## config.mk

```make
export PLATFORM = sky130hd
export DESIGN_NAME = i3c_tgt_en_seq
export DESIGN_NICKNAME = d
export VERILOG_FILES = /design/src/rtl/i3c_en_pkg.sv /design/src/rtl/i3c_scl_sync.sv /design/src/rtl/i3c_en_req_detect.sv /design/src/rtl/i3c_en_fsm.sv /design/src/rtl/i3c_fifo_gate.sv /design/src/rtl/i3c_tgt_en_seq.sv
export SDC_FILE = /design/constraint.sdc
export NUM_CORES = 1
export LEC_CHECK = 0
export BUFFER_PORTS_ARGS = -buffer_cell sky130_fd_sc_hd__buf_4
export CAP_MARGIN = 25
export CORE_ASPECT_RATIO = 0.75
export CORE_UTILIZATION = 28
export CTS_BUF_LIST = sky130_fd_sc_hd__clkbuf_8
export DETAILED_ROUTE_END_ITERATION = 10
export MAX_ROUTING_LAYER = met4
export SLEW_MARGIN = 0
export SYNTH_ARGS = -nofsm -noshare
export SYNTH_HDL_FRONTEND = slang
export SYNTH_SLANG_ARGS = --single-unit
```

## constraint.sdc

```tcl
create_clock -name clk -period 2.4 [get_ports clk]
set_input_delay 0.12 -clock clk [delete_from_list [all_inputs] [get_ports clk]]
set_output_delay 0.12 -clock clk [all_outputs]
set_load 0.02 [all_outputs]
```

## src/rtl/i3c_en_pkg.sv

```systemverilog
package i3c_en_pkg;

  typedef enum logic [2:0] {
    ST_ON        = 3'd0,
    ST_DRAIN_SDR = 3'd1,
    ST_DRAIN_HDR = 3'd2,
    ST_IDLE_WAIT = 3'd3,
    ST_OFF       = 3'd4,
    ST_WAKE      = 3'd5
  } en_state_t;

  // Status reads 1 except when fully off or waking up.
  function automatic logic f_status(input en_state_t s);
    return !(s == ST_OFF || s == ST_WAKE);
  endfunction

  // New transfers are refused in every state except ON and the HDR drain.
  function automatic logic f_nack(input en_state_t s);
    return !(s == ST_ON || s == ST_DRAIN_HDR);
  endfunction

  // A disable cannot be accepted while a bus request is outstanding.
  function automatic logic f_blocked(input logic ibi, input logic mr);
    return ibi | mr;
  endfunction

endpackage

```

## src/rtl/i3c_scl_sync.sv

```systemverilog
module i3c_scl_sync #(
  parameter int STAGES = 2
) (
  input  logic clk,
  input  logic rst_n,
  input  logic scl_in,
  output logic scl_rise
);
  localparam int LAST = STAGES;

  logic [LAST:0] sh_q;

  always_ff @(posedge clk) begin
    if (!rst_n) sh_q[0] <= 1'b0;
    else        sh_q[0] <= scl_in;
  end

  for (genvar i = 1; i <= LAST; i++) begin : g_stage
    always_ff @(posedge clk) begin
      if (!rst_n) sh_q[i] <= 1'b0;
      else        sh_q[i] <= sh_q[i-1];
    end
  end

  assign scl_rise = sh_q[LAST-1] & ~sh_q[LAST];
endmodule

```

## src/rtl/i3c_en_req_detect.sv

```systemverilog
module i3c_en_req_detect (
  input  logic clk,
  input  logic rst_n,
  input  logic sw_enable,
  output logic dis_req,
  output logic en_rise
);
  logic prev_q;

  always_ff @(posedge clk) begin
    if (!rst_n) prev_q <= 1'b0;
    else        prev_q <= sw_enable;
  end

  assign dis_req = prev_q & ~sw_enable;
  assign en_rise = ~prev_q & sw_enable;
endmodule

```

## src/rtl/i3c_en_fsm.sv

```systemverilog
module i3c_en_fsm
  import i3c_en_pkg::*;
#(
  parameter int EN_EDGES = 2
) (
  input  logic      clk,
  input  logic      rst_n,
  input  logic      sw_enable,
  input  logic      dis_req,
  input  logic      en_rise,
  input  logic      scl_rise,
  input  logic      xfer_active,
  input  logic      xfer_done,
  input  logic      hdr_mode,
  input  logic      hdr_exit,
  input  logic      ibi_pending,
  input  logic      mr_pending,
  output en_state_t state,
  output logic      req_err
);
  localparam int CW = (EN_EDGES < 2) ? 1 : $clog2(EN_EDGES + 1);
  localparam logic [CW-1:0] CNT_LAST = CW'(EN_EDGES - 1);

  en_state_t     st_q, st_d;
  logic [CW-1:0] cnt_q, cnt_d;
  logic          err_q, err_d;
  logic          refuse;

  assign refuse = dis_req & f_blocked(ibi_pending, mr_pending);

  always_comb begin
    st_d  = st_q;
    cnt_d = cnt_q;
    err_d = err_q;
    if (en_rise) err_d = 1'b0;
    unique case (st_q)
      ST_ON: begin
        if (refuse) err_d = 1'b1;
        else if (dis_req) begin
          if (hdr_mode)         st_d = ST_DRAIN_HDR;
          else if (xfer_active) st_d = ST_DRAIN_SDR;
          else                  st_d = ST_IDLE_WAIT;
        end
      end
      ST_DRAIN_SDR: begin
        if (sw_enable)      st_d = ST_ON;
        else if (xfer_done) st_d = ST_OFF;
      end
      ST_DRAIN_HDR: begin
        if (sw_enable)     st_d = ST_ON;
        else if (hdr_exit) st_d = ST_OFF;
      end
      ST_IDLE_WAIT: begin
        if (sw_enable)     st_d = ST_ON;
        else if (scl_rise) st_d = ST_OFF;
      end
      ST_OFF: begin
        cnt_d = '0;
        if (sw_enable) st_d = ST_WAKE;
      end
      ST_WAKE: begin
        if (!sw_enable) st_d = ST_OFF;
        else if (scl_rise) begin
          if (cnt_q == CNT_LAST) st_d = ST_ON;
          else                   cnt_d = cnt_q + 1'b1;
        end
      end
      default: st_d = ST_OFF;
    endcase
  end

  always_ff @(posedge clk) begin
    if (!rst_n) begin
      st_q  <= ST_OFF;
      cnt_q <= '0;
      err_q <= 1'b0;
    end else begin
      st_q  <= st_d;
      cnt_q <= cnt_d;
      err_q <= err_d;
    end
  end

  assign state   = st_q;
  assign req_err = err_q;
endmodule

```

## src/rtl/i3c_fifo_gate.sv

```systemverilog
module i3c_fifo_gate
  import i3c_en_pkg::*;
(
  input  en_state_t state,
  input  logic      halt_err,
  input  logic      fifo_rst_req,
  output logic      fifo_rst_ok,
  output logic      fifo_flush
);
  assign fifo_rst_ok = (state == ST_OFF) | halt_err;
  assign fifo_flush  = fifo_rst_req & fifo_rst_ok;
endmodule

```

## src/rtl/i3c_tgt_en_seq.sv

```systemverilog
module i3c_tgt_en_seq
  import i3c_en_pkg::*;
#(
  parameter int EN_EDGES    = 2,
  parameter int SYNC_STAGES = 2
) (
  input  logic clk,
  input  logic rst_n,
  input  logic sw_enable,
  input  logic scl_in,
  input  logic xfer_active,
  input  logic xfer_done,
  input  logic hdr_mode,
  input  logic hdr_exit,
  input  logic halt_err,
  input  logic ibi_pending,
  input  logic mr_pending,
  input  logic fifo_rst_req,
  output logic en_status,
  output logic nack_new,
  output logic fifo_rst_ok,
  output logic fifo_flush,
  output logic req_err
);
  logic      scl_rise;
  logic      dis_req;
  logic      en_rise;
  en_state_t state_q;

  i3c_scl_sync #(.STAGES(SYNC_STAGES)) u_sync (
    .clk(clk), .rst_n(rst_n), .scl_in(scl_in), .scl_rise(scl_rise)
  );

  i3c_en_req_detect u_req (
    .clk(clk), .rst_n(rst_n), .sw_enable(sw_enable),
    .dis_req(dis_req), .en_rise(en_rise)
  );

  i3c_en_fsm #(.EN_EDGES(EN_EDGES)) u_fsm (
    .clk(clk), .rst_n(rst_n), .sw_enable(sw_enable),
    .dis_req(dis_req), .en_rise(en_rise), .scl_rise(scl_rise),
    .xfer_active(xfer_active), .xfer_done(xfer_done),
    .hdr_mode(hdr_mode), .hdr_exit(hdr_exit),
    .ibi_pending(ibi_pending), .mr_pending(mr_pending),
    .state(state_q), .req_err(req_err)
  );

  i3c_fifo_gate u_gate (
    .state(state_q), .halt_err(halt_err), .fifo_rst_req(fifo_rst_req),
    .fifo_rst_ok(fifo_rst_ok), .fifo_flush(fifo_flush)
  );

  assign en_status = f_status(state_q);
  assign nack_new  = f_nack(state_q);
endmodule

```

==> results by group <==
Clock network
  – CTS tree: yes
  – Max Root-Sink Buffers: 2
  – # resized after CTS: 0
  – Post-CTS Setup Bufs: 0
  – Root buffer cell: clkbuf_8
  – Clock Pin Slew Worst Setup and Hold Paths: 0.05 ns
  – Hold buffer count at CTS: 0
  – CTS HTree Levels: 1
  – CTS sink cnt: 10
  – Worst skew pair latency: 0.23 ns
  – Cts bufs inserted: 3

Timing
  – Setup TNS: 0 ns
  – Post-route minimum period: roughly 1.6 ns
  – Worst-Margin Slew: 0.516 ns
  – Slew HR: 0.653
  – Pins Over Slew Limit: 0
  – Tcrit/Tclk final: 0.647
  – RSZ-0062 raised after global routing: no
  – Final hold vios: 0
  – Final Setup Violations: 0
  – Fmax: 644 MHz
  – Final Skew: approximately 0.0044 ns

Critical path
  – Cells on worst reg2reg path: 4
  – CP Max Fanout: 13
  – CP peak stage delay: approximately 0.55 ns
  – CP startpoint: u_fsm.state[0]
  – R2r endpoint: u_fsm.state[0]
  – Worst-path cell chain: and2b_1, nor4_1, a2111o_1, o22ai_1
  – Crit path launch type: register
  – Worst Path Required: around 2.5 ns
  – Critical R2R Launch: u_fsm.state[0]
  – WS Path Type: reg2reg
  – WP data arrival: 1.66 ns
  – Worst setup path end: u_fsm.state[0]
  – CP endpoint kind: register
  – CP max-delay cell: dfxtp_1
  – R2r setup slk: ~0.85 ns

Logic synthesis
  – Top post-synthesis cells by count: 10 x dfxtp_1, 5 x and2_1, 5 x inv_1, 5 x o21a_1, 4 x nor2_1
  – Mapped Area: roughly 560 um^2
  – Post-Syn Nets: 77
  – Synth unique cells: 31
  – Mean Syn Cell Area: approximately 8.8 um^2
  – Ys Warns: 0
  – Most frequent cell after synthesis: dfxtp_1
  – Cell taking the most area after synthesis: dfxtp_1
  – Register area share after synthesis: 0.355
  – Synthesized instance count: 64
  – Async SR Flop Fraction: 0
  – Yosys top cell area share: 0.355
  – Largest cells by area after synthesis: dfxtp_1 35%, o21a_1 6.7%, and2_1 5.5%
  – Yosys reg bits: 10
  – Dominant synthesized flop cell: dfxtp_1
  – Post-synth EDFFs: 0

Detailed routing
  – DR vias/cell: about 5
  – Drt initial violations: 9
  – Drt drc: 0
  – Total number of vias: 518
  – Drt first pass iters: 4
  – Routed length per instance: 10.6 um
  – Total Wirelength: between 1000 and 1500 um
  – Antenna-violating nets left: 0

Cells and area
  – Finished Layout Cells: 104
  – # diodes: 0
  – Fillers: ~180
  – Core Util, Final: 0.414
  – Total Nets Final: 96
  – Area grow syn2layout: 32.6%
  – Layout cells sized above 1: 0.280

Global routing
  – Largest net degree at the start of global routing: 14
  – Grt ovf: 0
  – Vias in the first global route: roughly 470
  – All-Layer GR Usage: 0.128
  – Busiest layer in global routing: met2
  – M3 GR Usage: 0.0333
  – First-pass GRT wire length: 1860 um
  – Met2 Use GR: 0.204
  – Met1 Track Usage GR: 0.147
  – Initial antenna violation count: 0

Power and ir drop
  – Sw frac: 0.224
  – Sequential power share: 0.407
  – Worst IR drop on VDD: a little under 300 uV
  – Power Dens Cells: around 610 nW/um^2
  – Comb power frac: 0.144
  – Leak pwr: around 0.32 nW
  – Pint: roughly 0.35 mW
  – Net switching power: approximately 0.10 mW
  – Clock share of power: 0.449
  – Tot Pwr: approximately 0.46 mW

Worst hold path
  – Worst hold-check path type: in2reg

Status
  – Status: finished, final reports clean

Die
  – Die area: between 2000 and 2500 um^2
  – Starting Density: 0.313
  – Die Height: between 40 and 50 um
  – Standard-cell rows: 13
  – Core region area: about 1800 um^2
  – Die Width: roughly 54 um
  – I/O Pins: 17

Placement
  – Placed Cells: 100
  – DP HPWL: 867 um
  – Buffers on Ports: 16
  – Final GP Congestion: between 0.8 and 0.9

Job
  – MaxCap Viol Count: 0
## cell usage in the layout (no fill, tap or decap), types with 3 or more instances in the layout
master     n
and2_1     5
inv_1      5
dfxtp_1   10
clkbuf_8   4
o21a_1     5
nor2_1     4
nand2_1    3
buf_4     16
o21ai_0    3
## registers in the layout (all words and copies together), names as in the netlist
name           count
u_fsm.state        3
u_sync.sh_q        3
u_fsm.cnt_q        2
u_fsm.req_err      1
u_req.prev_q       1
## area by class of cell
type | instances | area, um^2 | area share
Inverter | 5 | 18.8 | 0.0251
Multi-Input combinational cell | 47 | 327 | 0.436
Sequential cell | 10 | 200 | 0.268
Timing Repair Buffer | 16 | 120 | 0.161
Tap cell | 22 | 27.5 | 0.0368
Clock buffer | 4 | 55.1 | 0.0736
## kinds of logic (layout without fill, tap and decap cells)
| family | Yosys count | after routing | share of synthesized area |
|---|---|---|---|
| AND/OR/NAND/NOR | 26 | 26 | 0.304 |
| AO/OA/AOI/OAI | 20 | 20 | 0.253 |
| buffers and inverters | 7 | 25 | 0.0665 |
| flip-flops | 10 | 10 | 0.355 |
| adder cells (fa/ha/maj) | 1 | 1 | 0.0222 |
## how the worst min path moves through the flow
| stage | depth (start not counted) | slack (ns) | startpoint | end |
|---|---|---|---|---|
| 6_report | 2 | 0.1 | scl_in | u_sync.sh_q[0] |
| 5_1_grt | 2 | 0.09 | scl_in | u_sync.sh_q[0] |
| 4_1_cts | 2 | 0.09 | scl_in | u_sync.sh_q[0] |
| 3_5_place_dp | 2 | 0.34 | scl_in | u_sync.sh_q[0] |
| 3_3_place_gp | 2 | 0.33 | scl_in | u_sync.sh_q[0] |
| 2_1_floorplan | 1 | 0.24 | rst_n | u_fsm.cnt_q[0] |
## power groups by stage
stage / sequential, mW / clock [mW] / combinational (mW)
6_report: 0.185 / 0.205 / 0.0654
5_1_grt: 0.187 / 0.221 / 0.0725
4_1_cts: 0.185 / 0.213 / 0.0661
3_5_place_dp: 0.188 / 0 / 0.0660
3_3_place_gp: 0.188 / 0 / 0.0656
2_1_floorplan: 0.179 / 0 / 0.0505
## per-layer routing
| metal | part of all wire | vias to the layer above |
|---|---|---|
| met4 | 0.0054 | 0 |
| met5 | 0 | - |
| met1 | 0.50 | 239 |
| met3 | 0.032 | 2 |
| li1 | - | 267 |
| met2 | 0.46 | 10 |
## per-stage QoR
| stage | area [um^2] | setup slack, ns | hold WS, ns |
|---|---|---|---|
| 6_report | 748 | 0.847 | 0.0978 |
| 3_5_place_dp | 693 | 0.855 | 0.337 |
| 2_1_floorplan | 564 | 0.932 | 0.238 |
| 4_1_cts | 748 | 0.846 | 0.0931 |
| 5_1_grt | 748 | 0.688 | 0.0933 |
| 3_3_place_gp | 693 | 0.865 | 0.333 |
## critical path: cells and delay by family, from the launching register on
kind               cells  cell delay [ns]
DFF                    1             0.55
AOI/OAI and AO/OA      2             0.24
and+or+nand+nor        2             0.64
No activity file was read; power rests on OpenSTA's default activity.
